$ cat src/rtl/mon_rx_pkg.sv
package mon_rx_pkg;
   typedef enum logic [2:0] {
      ST_IDLE,
      ST_ACK,
      ST_GAP,
      ST_HOLD,
      ST_REL
   } mon_state_e;
endpackage

$ cat src/rtl/mon_rx_fsm.sv
module mon_rx_fsm
   import mon_rx_pkg::*;
#(
   parameter int ABORT_FRAMES = 2
) (
   input  logic clk,
   input  logic rst_n,
   input  logic frame_stb,
   input  logic mx_n,
   input  logic buf_busy,
   output logic mr_n,
   output logic load,
   output logic abort_evt
);
   localparam int CNT_W = $clog2(ABORT_FRAMES + 1);
   localparam logic [CNT_W-1:0] CNT_LAST = CNT_W'(ABORT_FRAMES - 1);

   initial begin
      if (ABORT_FRAMES < 2) $fatal(1, "ABORT_FRAMES must be at least 2");
   end

   mon_state_e st_q, st_d;
   logic [CNT_W-1:0] cnt_q, cnt_d;

   always_comb begin
      st_d = st_q;
      cnt_d = cnt_q;
      load = 1'b0;
      abort_evt = 1'b0;
      if (frame_stb) begin
         unique case (st_q)
            ST_IDLE: if (!mx_n && !buf_busy) begin
               load = 1'b1;
               st_d = ST_ACK;
            end
            ST_ACK: if (mx_n) st_d = ST_GAP;
            ST_GAP: begin
               if (mx_n) st_d = ST_IDLE;
               else begin
                  cnt_d = '0;
                  st_d = buf_busy ? ST_HOLD : ST_REL;
               end
            end
            ST_HOLD, ST_REL: begin
               if (mx_n) begin
                  if (cnt_q == CNT_LAST) begin
                     abort_evt = 1'b1;
                     st_d = ST_IDLE;
                  end else begin
                     cnt_d = cnt_q + 1'b1;
                  end
               end else begin
                  cnt_d = '0;
                  if (st_q == ST_REL) begin
                     load = 1'b1;
                     st_d = ST_ACK;
                  end else if (!buf_busy) begin
                     st_d = ST_REL;
                  end
               end
            end
            default: st_d = ST_IDLE;
         endcase
      end
   end

   always_ff @(posedge clk or negedge rst_n) begin
      if (!rst_n) begin
         st_q <= ST_IDLE;
         cnt_q <= '0;
      end else begin
         st_q <= st_d;
         cnt_q <= cnt_d;
      end
   end

   assign mr_n = (st_q == ST_IDLE) || (st_q == ST_REL);

   assert_mr_only_on_strobe_R3: assert property (@(posedge clk) disable iff (!rst_n)
      !frame_stb |=> $stable(mr_n));
   assert_load_acks_R2: assert property (@(posedge clk) disable iff (!rst_n)
      load |=> !mr_n);
   assert_abort_releases_R8: assert property (@(posedge clk) disable iff (!rst_n)
      abort_evt |=> mr_n);
endmodule

$ cat src/rtl/mon_rx_outbuf.sv
module mon_rx_outbuf #(
   parameter int DATA_W = 8
) (
   input  logic              clk,
   input  logic              rst_n,
   input  logic              load,
   input  logic [DATA_W-1:0] din,
   input  logic              ready,
   output logic              valid,
   output logic [DATA_W-1:0] dout
);
   initial begin
      if (DATA_W < 1) $fatal(1, "DATA_W must be positive");
   end

   always_ff @(posedge clk or negedge rst_n) begin
      if (!rst_n) begin
         valid <= 1'b0;
         dout <= '0;
      end else if (load) begin
         valid <= 1'b1;
         dout <= din;
      end else if (ready) begin
         valid <= 1'b0;
      end
   end

   assert_held_until_taken_R6: assert property (@(posedge clk) disable iff (!rst_n)
      (valid && !ready) |=> (valid && $stable(dout)));
endmodule

$ cat src/rtl/mon_rx_regs.sv
module mon_rx_regs #(
   parameter int REG_W     = 8,
   parameter int ABORT_BIT = 3,
   parameter bit IRQ_REG   = 1'b0
) (
   input  logic             clk,
   input  logic             rst_n,
   input  logic             abort_evt,
   input  logic             mask_we,
   input  logic [REG_W-1:0] mask_wdata,
   input  logic             clr_we,
   input  logic [REG_W-1:0] clr_data,
   output logic [REG_W-1:0] status,
   output logic [REG_W-1:0] mask,
   output logic             irq
);
   initial begin
      if (ABORT_BIT >= REG_W) $fatal(1, "ABORT_BIT outside register");
   end

   logic [REG_W-1:0] set_vec;
   assign set_vec = abort_evt ? (REG_W'(1) << ABORT_BIT) : '0;

   always_ff @(posedge clk or negedge rst_n) begin
      if (!rst_n) begin
         status <= '0;
         mask <= '0;
      end else begin
         status <= (status & ~(clr_we ? clr_data : '0)) | set_vec;
         if (mask_we) mask <= mask_wdata;
      end
   end

   generate
      if (IRQ_REG) begin : g_irq_ff
         always_ff @(posedge clk or negedge rst_n) begin
            if (!rst_n) irq <= 1'b0;
            else irq <= |(status & mask);
         end
      end else begin : g_irq_comb
         assign irq = |(status & mask);
      end
   endgenerate

   assert_abort_sets_status_R8: assert property (@(posedge clk) disable iff (!rst_n)
      abort_evt |=> status[ABORT_BIT]);
   assert_w1c_clears_R10: assert property (@(posedge clk) disable iff (!rst_n)
      (clr_we && clr_data[ABORT_BIT] && !abort_evt) |=> !status[ABORT_BIT]);
endmodule

$ cat src/rtl/mon_rx_handshake.sv
module mon_rx_handshake #(
   parameter int DATA_W       = 8,
   parameter int REG_W        = 8,
   parameter int ABORT_BIT    = 3,
   parameter int ABORT_FRAMES = 2,
   parameter bit IRQ_REG      = 1'b0
) (
   input  logic              clk,
   input  logic              rst_n,
   input  logic              frame_stb,
   input  logic              mx_n,
   input  logic [DATA_W-1:0] mon_byte,
   output logic              mr_n,
   output logic              byte_valid,
   output logic [DATA_W-1:0] byte_data,
   input  logic              byte_ready,
   input  logic              mask_we,
   input  logic [REG_W-1:0]  mask_wdata,
   input  logic              stat_clr_we,
   input  logic [REG_W-1:0]  stat_clr_data,
   output logic [REG_W-1:0]  status,
   output logic [REG_W-1:0]  mask,
   output logic              irq
);
   logic load, abort_evt;

   mon_rx_fsm #(.ABORT_FRAMES(ABORT_FRAMES)) u_fsm (
      .clk(clk), .rst_n(rst_n), .frame_stb(frame_stb), .mx_n(mx_n),
      .buf_busy(byte_valid), .mr_n(mr_n), .load(load), .abort_evt(abort_evt)
   );

   mon_rx_outbuf #(.DATA_W(DATA_W)) u_buf (
      .clk(clk), .rst_n(rst_n), .load(load), .din(mon_byte),
      .ready(byte_ready), .valid(byte_valid), .dout(byte_data)
   );

   mon_rx_regs #(.REG_W(REG_W), .ABORT_BIT(ABORT_BIT), .IRQ_REG(IRQ_REG)) u_regs (
      .clk(clk), .rst_n(rst_n), .abort_evt(abort_evt),
      .mask_we(mask_we), .mask_wdata(mask_wdata),
      .clr_we(stat_clr_we), .clr_data(stat_clr_data),
      .status(status), .mask(mask), .irq(irq)
   );

   assert_idle_no_accept_when_full_R11: assert property (@(posedge clk) disable iff (!rst_n)
      (mr_n && byte_valid && !byte_ready && frame_stb) |=> mr_n);
endmodule

$ cat config.mk
export PLATFORM = sky130hd
export DESIGN_NAME = mon_rx_handshake
export DESIGN_NICKNAME = d
export VERILOG_FILES = /design/src/rtl/mon_rx_pkg.sv /design/src/rtl/mon_rx_fsm.sv /design/src/rtl/mon_rx_outbuf.sv /design/src/rtl/mon_rx_regs.sv /design/src/rtl/mon_rx_handshake.sv
export SDC_FILE = /design/constraint.sdc
export NUM_CORES = 1
export LEC_CHECK = 0
export BUFFER_PORTS_ARGS = -buffer_cell sky130_fd_sc_hd__buf_2
export CORE_MARGIN = 2
export CORE_UTILIZATION = 49
export CTS_CLUSTER_DIAMETER = 100
export DETAILED_ROUTE_END_ITERATION = 16
export GPL_ROUTABILITY_DRIVEN = 0
export GPL_TIMING_DRIVEN = 0
export PLACE_DENSITY = 0.82
export SYNTH_ARGS = -nofsm -noshare
export SYNTH_HDL_FRONTEND = slang
export SYNTH_SLANG_ARGS = --single-unit
$ cat constraint.sdc
create_clock -name clk -period 4.05 [get_ports clk]
set_input_delay 0.405 -clock clk [delete_from_list [all_inputs] [get_ports clk]]
set_output_delay 0.405 -clock clk [all_outputs]
set_load 0.02 [all_outputs]
==> impl_metrics.ini <==
[die]
dieArea_sq_mm = 0.00311
coreArea_sq_mm = 0.00250
die_w_um = 55.8
ios = 58
rows = 18
initial_utilization_pct = 52.6
die_h_um = 55.8

[drt]
ant_nets = 0
wl_met3_um = 149
drc = 0
drt_iter0_drc = 7
routed-via-count = 1044
maxUsedRoutingLayer = met4
wl_per_cell_um = 14.5
route.met2.wl_um = 1430
wl_met1_um = 1200
dr.pass1.iters = 4
wl_um = 2790
vias_per_cell = 5.44

[sta]
slew_violations = 0
max_freq_ghz = 0.608
rsz0062_at_grt = no
skew_ps = 1.32
tightest_slew_ps = 635
slew_headroom_pct = 57.7
setup_viol = 0
tns_ps = 0
fin_crit_sh_pct = 40.6
finalCriticalPeriod_ps = 1640
hold_violations = 0

[final_layout]
final.fill_count = 210
multiInputGateArea_sq_um = 519
diodes = 0
area_growth_syn_to_layout_pct = 28.0
final_area_sq_mm = 0.00168
regArea_sq_um = 751
drive_above_1_share_pct = 51.9
nNetsFinal = 193

[worst_setup_path]
r2r-end = u_fsm.cnt_q[1]
critPathTopFamily = flip-flops
worstPathRequired_ps = 3640
worstSetupEndpointType = primary output
slowest_delay_ps = 410
path_cells = a22oi_1 -> nand4_1 -> buf_2
worst_setup_path_start_kind = register
critPathKind = reg -> out
ff2ff_path_depth = 5
critPathMaxFanout = 3
worstPathArrival_ps = 1240
slowest_stage = dfrtp_1
cp.buffers_inverters = 1
r2r-start = u_fsm.cnt_q[1]
r2r_slack_ps = 2630

[placed_design]
dpl_cell_area_sq_mm = 0.00162
io_buffers = 54
dpl.hpwl_um = 2140

[clocking]
cts_tree = built
numCtsBuffers = 5
cts_root_buf = clkbuf_4
postCtsHoldBufs = 0
cts_max_level = 2
postCtsSetupBuffers = 0
ctsLongestPathBuffers = 2
path_clk_slew_ps = 90
cts_resized = 0
clock_latency_ps = 310
clock-sinks = 30

[yosys]
syn_inst = 100
avgSynthCellArea_sq_um = 13.2
synth_warnings = 0
synth_nets = 132
synth_seq_cells = 30
syn_area_sq_mm = 0.00132
ys_types = 31
seq_area_frac_synth_pct = 57.1

[power]
powerDensity_mw_per_mm2 = 591
p_leak_nw = 0.844
peakVddDrop_v = 0.000477

[global_routing]
grt_pass1_vias = 1090
grt_pass1_wl_um = 4610
antenna_found_initial = 0
grt_max_degree = 31
grt.total_usage_pct = 18.7
overflow = 0

[hold_path]
worstHoldPathType = in -> async

[status]
status = finished clean

[run]
max_cap_violations = 0
[metal layers]
metal	vias up	track usage [%]
li1	495	-
met1	510	22.4
met4	0	6.27
met2	37	32.8
met5	-	0
met3	2	4.42
[registers in the layout, summed over array words and instances (netlist names)]
signal / count
u_buf.dout: 8
u_regs.mask: 8
u_regs.status: 8
u_fsm.st_q: 3
u_fsm.cnt_q: 2
u_buf.valid: 1
[metrics by stage]
| step | util [%] | setup slack [ps] | hold WS, ps | instances | power, mW |
|---|---|---|---|---|---|
| after floorplan | - | 2680 | 109 | 100 | 0.695 |
| after global placement | 64.9 | 2670 | 460 | 184 | 0.798 |
| after detailed placement | 64.9 | 2640 | 468 | 184 | 0.821 |
| after CTS | 67.3 | 2390 | 113 | 192 | 1.00 |
| after global routing | 67.3 | 2300 | 142 | 192 | 1.06 |
| final | 67.3 | 2410 | 101 | 192 | 0.994 |
[cells by family after synthesis]
family          synth area share (%)
fa+ha+maj                      0.951
simple gates                    9.71
mux                             15.2
compound gates                  13.6
flops                           57.1
buf+inv                         3.43
[where the power goes]
| part | internal (mW) | leakage (nW) | switching, mW |
|---|---|---|---|
| logic | 0.169 | 0.430 | 0.217 |
| clock network | 0.0841 | 0.0353 | 0.0985 |
| registers | 0.376 | 0.378 | 0.0500 |
| total | 0.629 | 0.844 | 0.365 |
[worst reg2reg max path, cell delays in order (launching register included)]
cell and delay (ps):
dfrtp_1 370, inv_1 70, ha_1 240, nor4bb_1 80, o41a_1 430, o22ai_1 160
[cell usage after synthesis (all sizes together)]
library cell  number  share of area [%]
ha                 1               0.95
a22oi              4                2.3
inv                5                1.4
nand2b             1               0.67
o21a               1               0.57
nor3b              2                1.1
nand2              4                1.1
and3b              2                1.3
nor2               2               0.76
o211ai             1               0.57
buf                3                1.3
clkbuf             2               0.67
mux2i              2                1.5
a21boi             7                4.0
o2111ai            2                1.3
dfrtp             30                 57
nor2b              1               0.48
nor4b              2                1.3
nor4bb             1               0.76
o21ai              2               0.76
a31oi              3                1.4
a41oi              1               0.67
o41a               1               0.86
nand4              2                2.1
o22ai              1               0.48
o221ai             1               0.67
mux2              16                 14
[worst max-delay path by stage]
stage	from	to	slack (ps)	depth (start not counted)
after floorplan	u_fsm.st_q[0]	u_buf.dout[0]	2680	3
after global placement	u_fsm.st_q[2]	u_buf.dout[1]	2670	4
after detailed placement	u_fsm.st_q[2]	u_buf.dout[2]	2640	4
after CTS	u_regs.status[3]	irq	2390	3
after global routing	u_regs.mask[2]	irq	2300	3
final	u_regs.status[3]	irq	2410	3
[layout by cell type (no fill, tap or decap), types with 2 or more instances in the layout]
master	n
nor3b_1	2
o2111ai_1	2
mux2i_1	2
dfrtp_1	30
a31oi_1	3
buf_2	56
and3b_1	2
a22oi_1	4
inv_1	5
o21ai_0	2
a21boi_0	7
clkbuf_4	5
mux2_2	16
nor4b_1	2
nand2_1	4
clkbuf_1	2
[layout make-up]
type / count / area share [%]
sequential: 30 / 44.6
multi-input combinational: 60 / 30.9
timing repair buffer: 54 / 16.1
clock buffer: 7 / 3.27
tap: 30 / 2.23
buffer: 5 / 1.56
inverter: 5 / 1.12
clock inverter: 1 / 0.297
(Power assumes the default switching activity.)
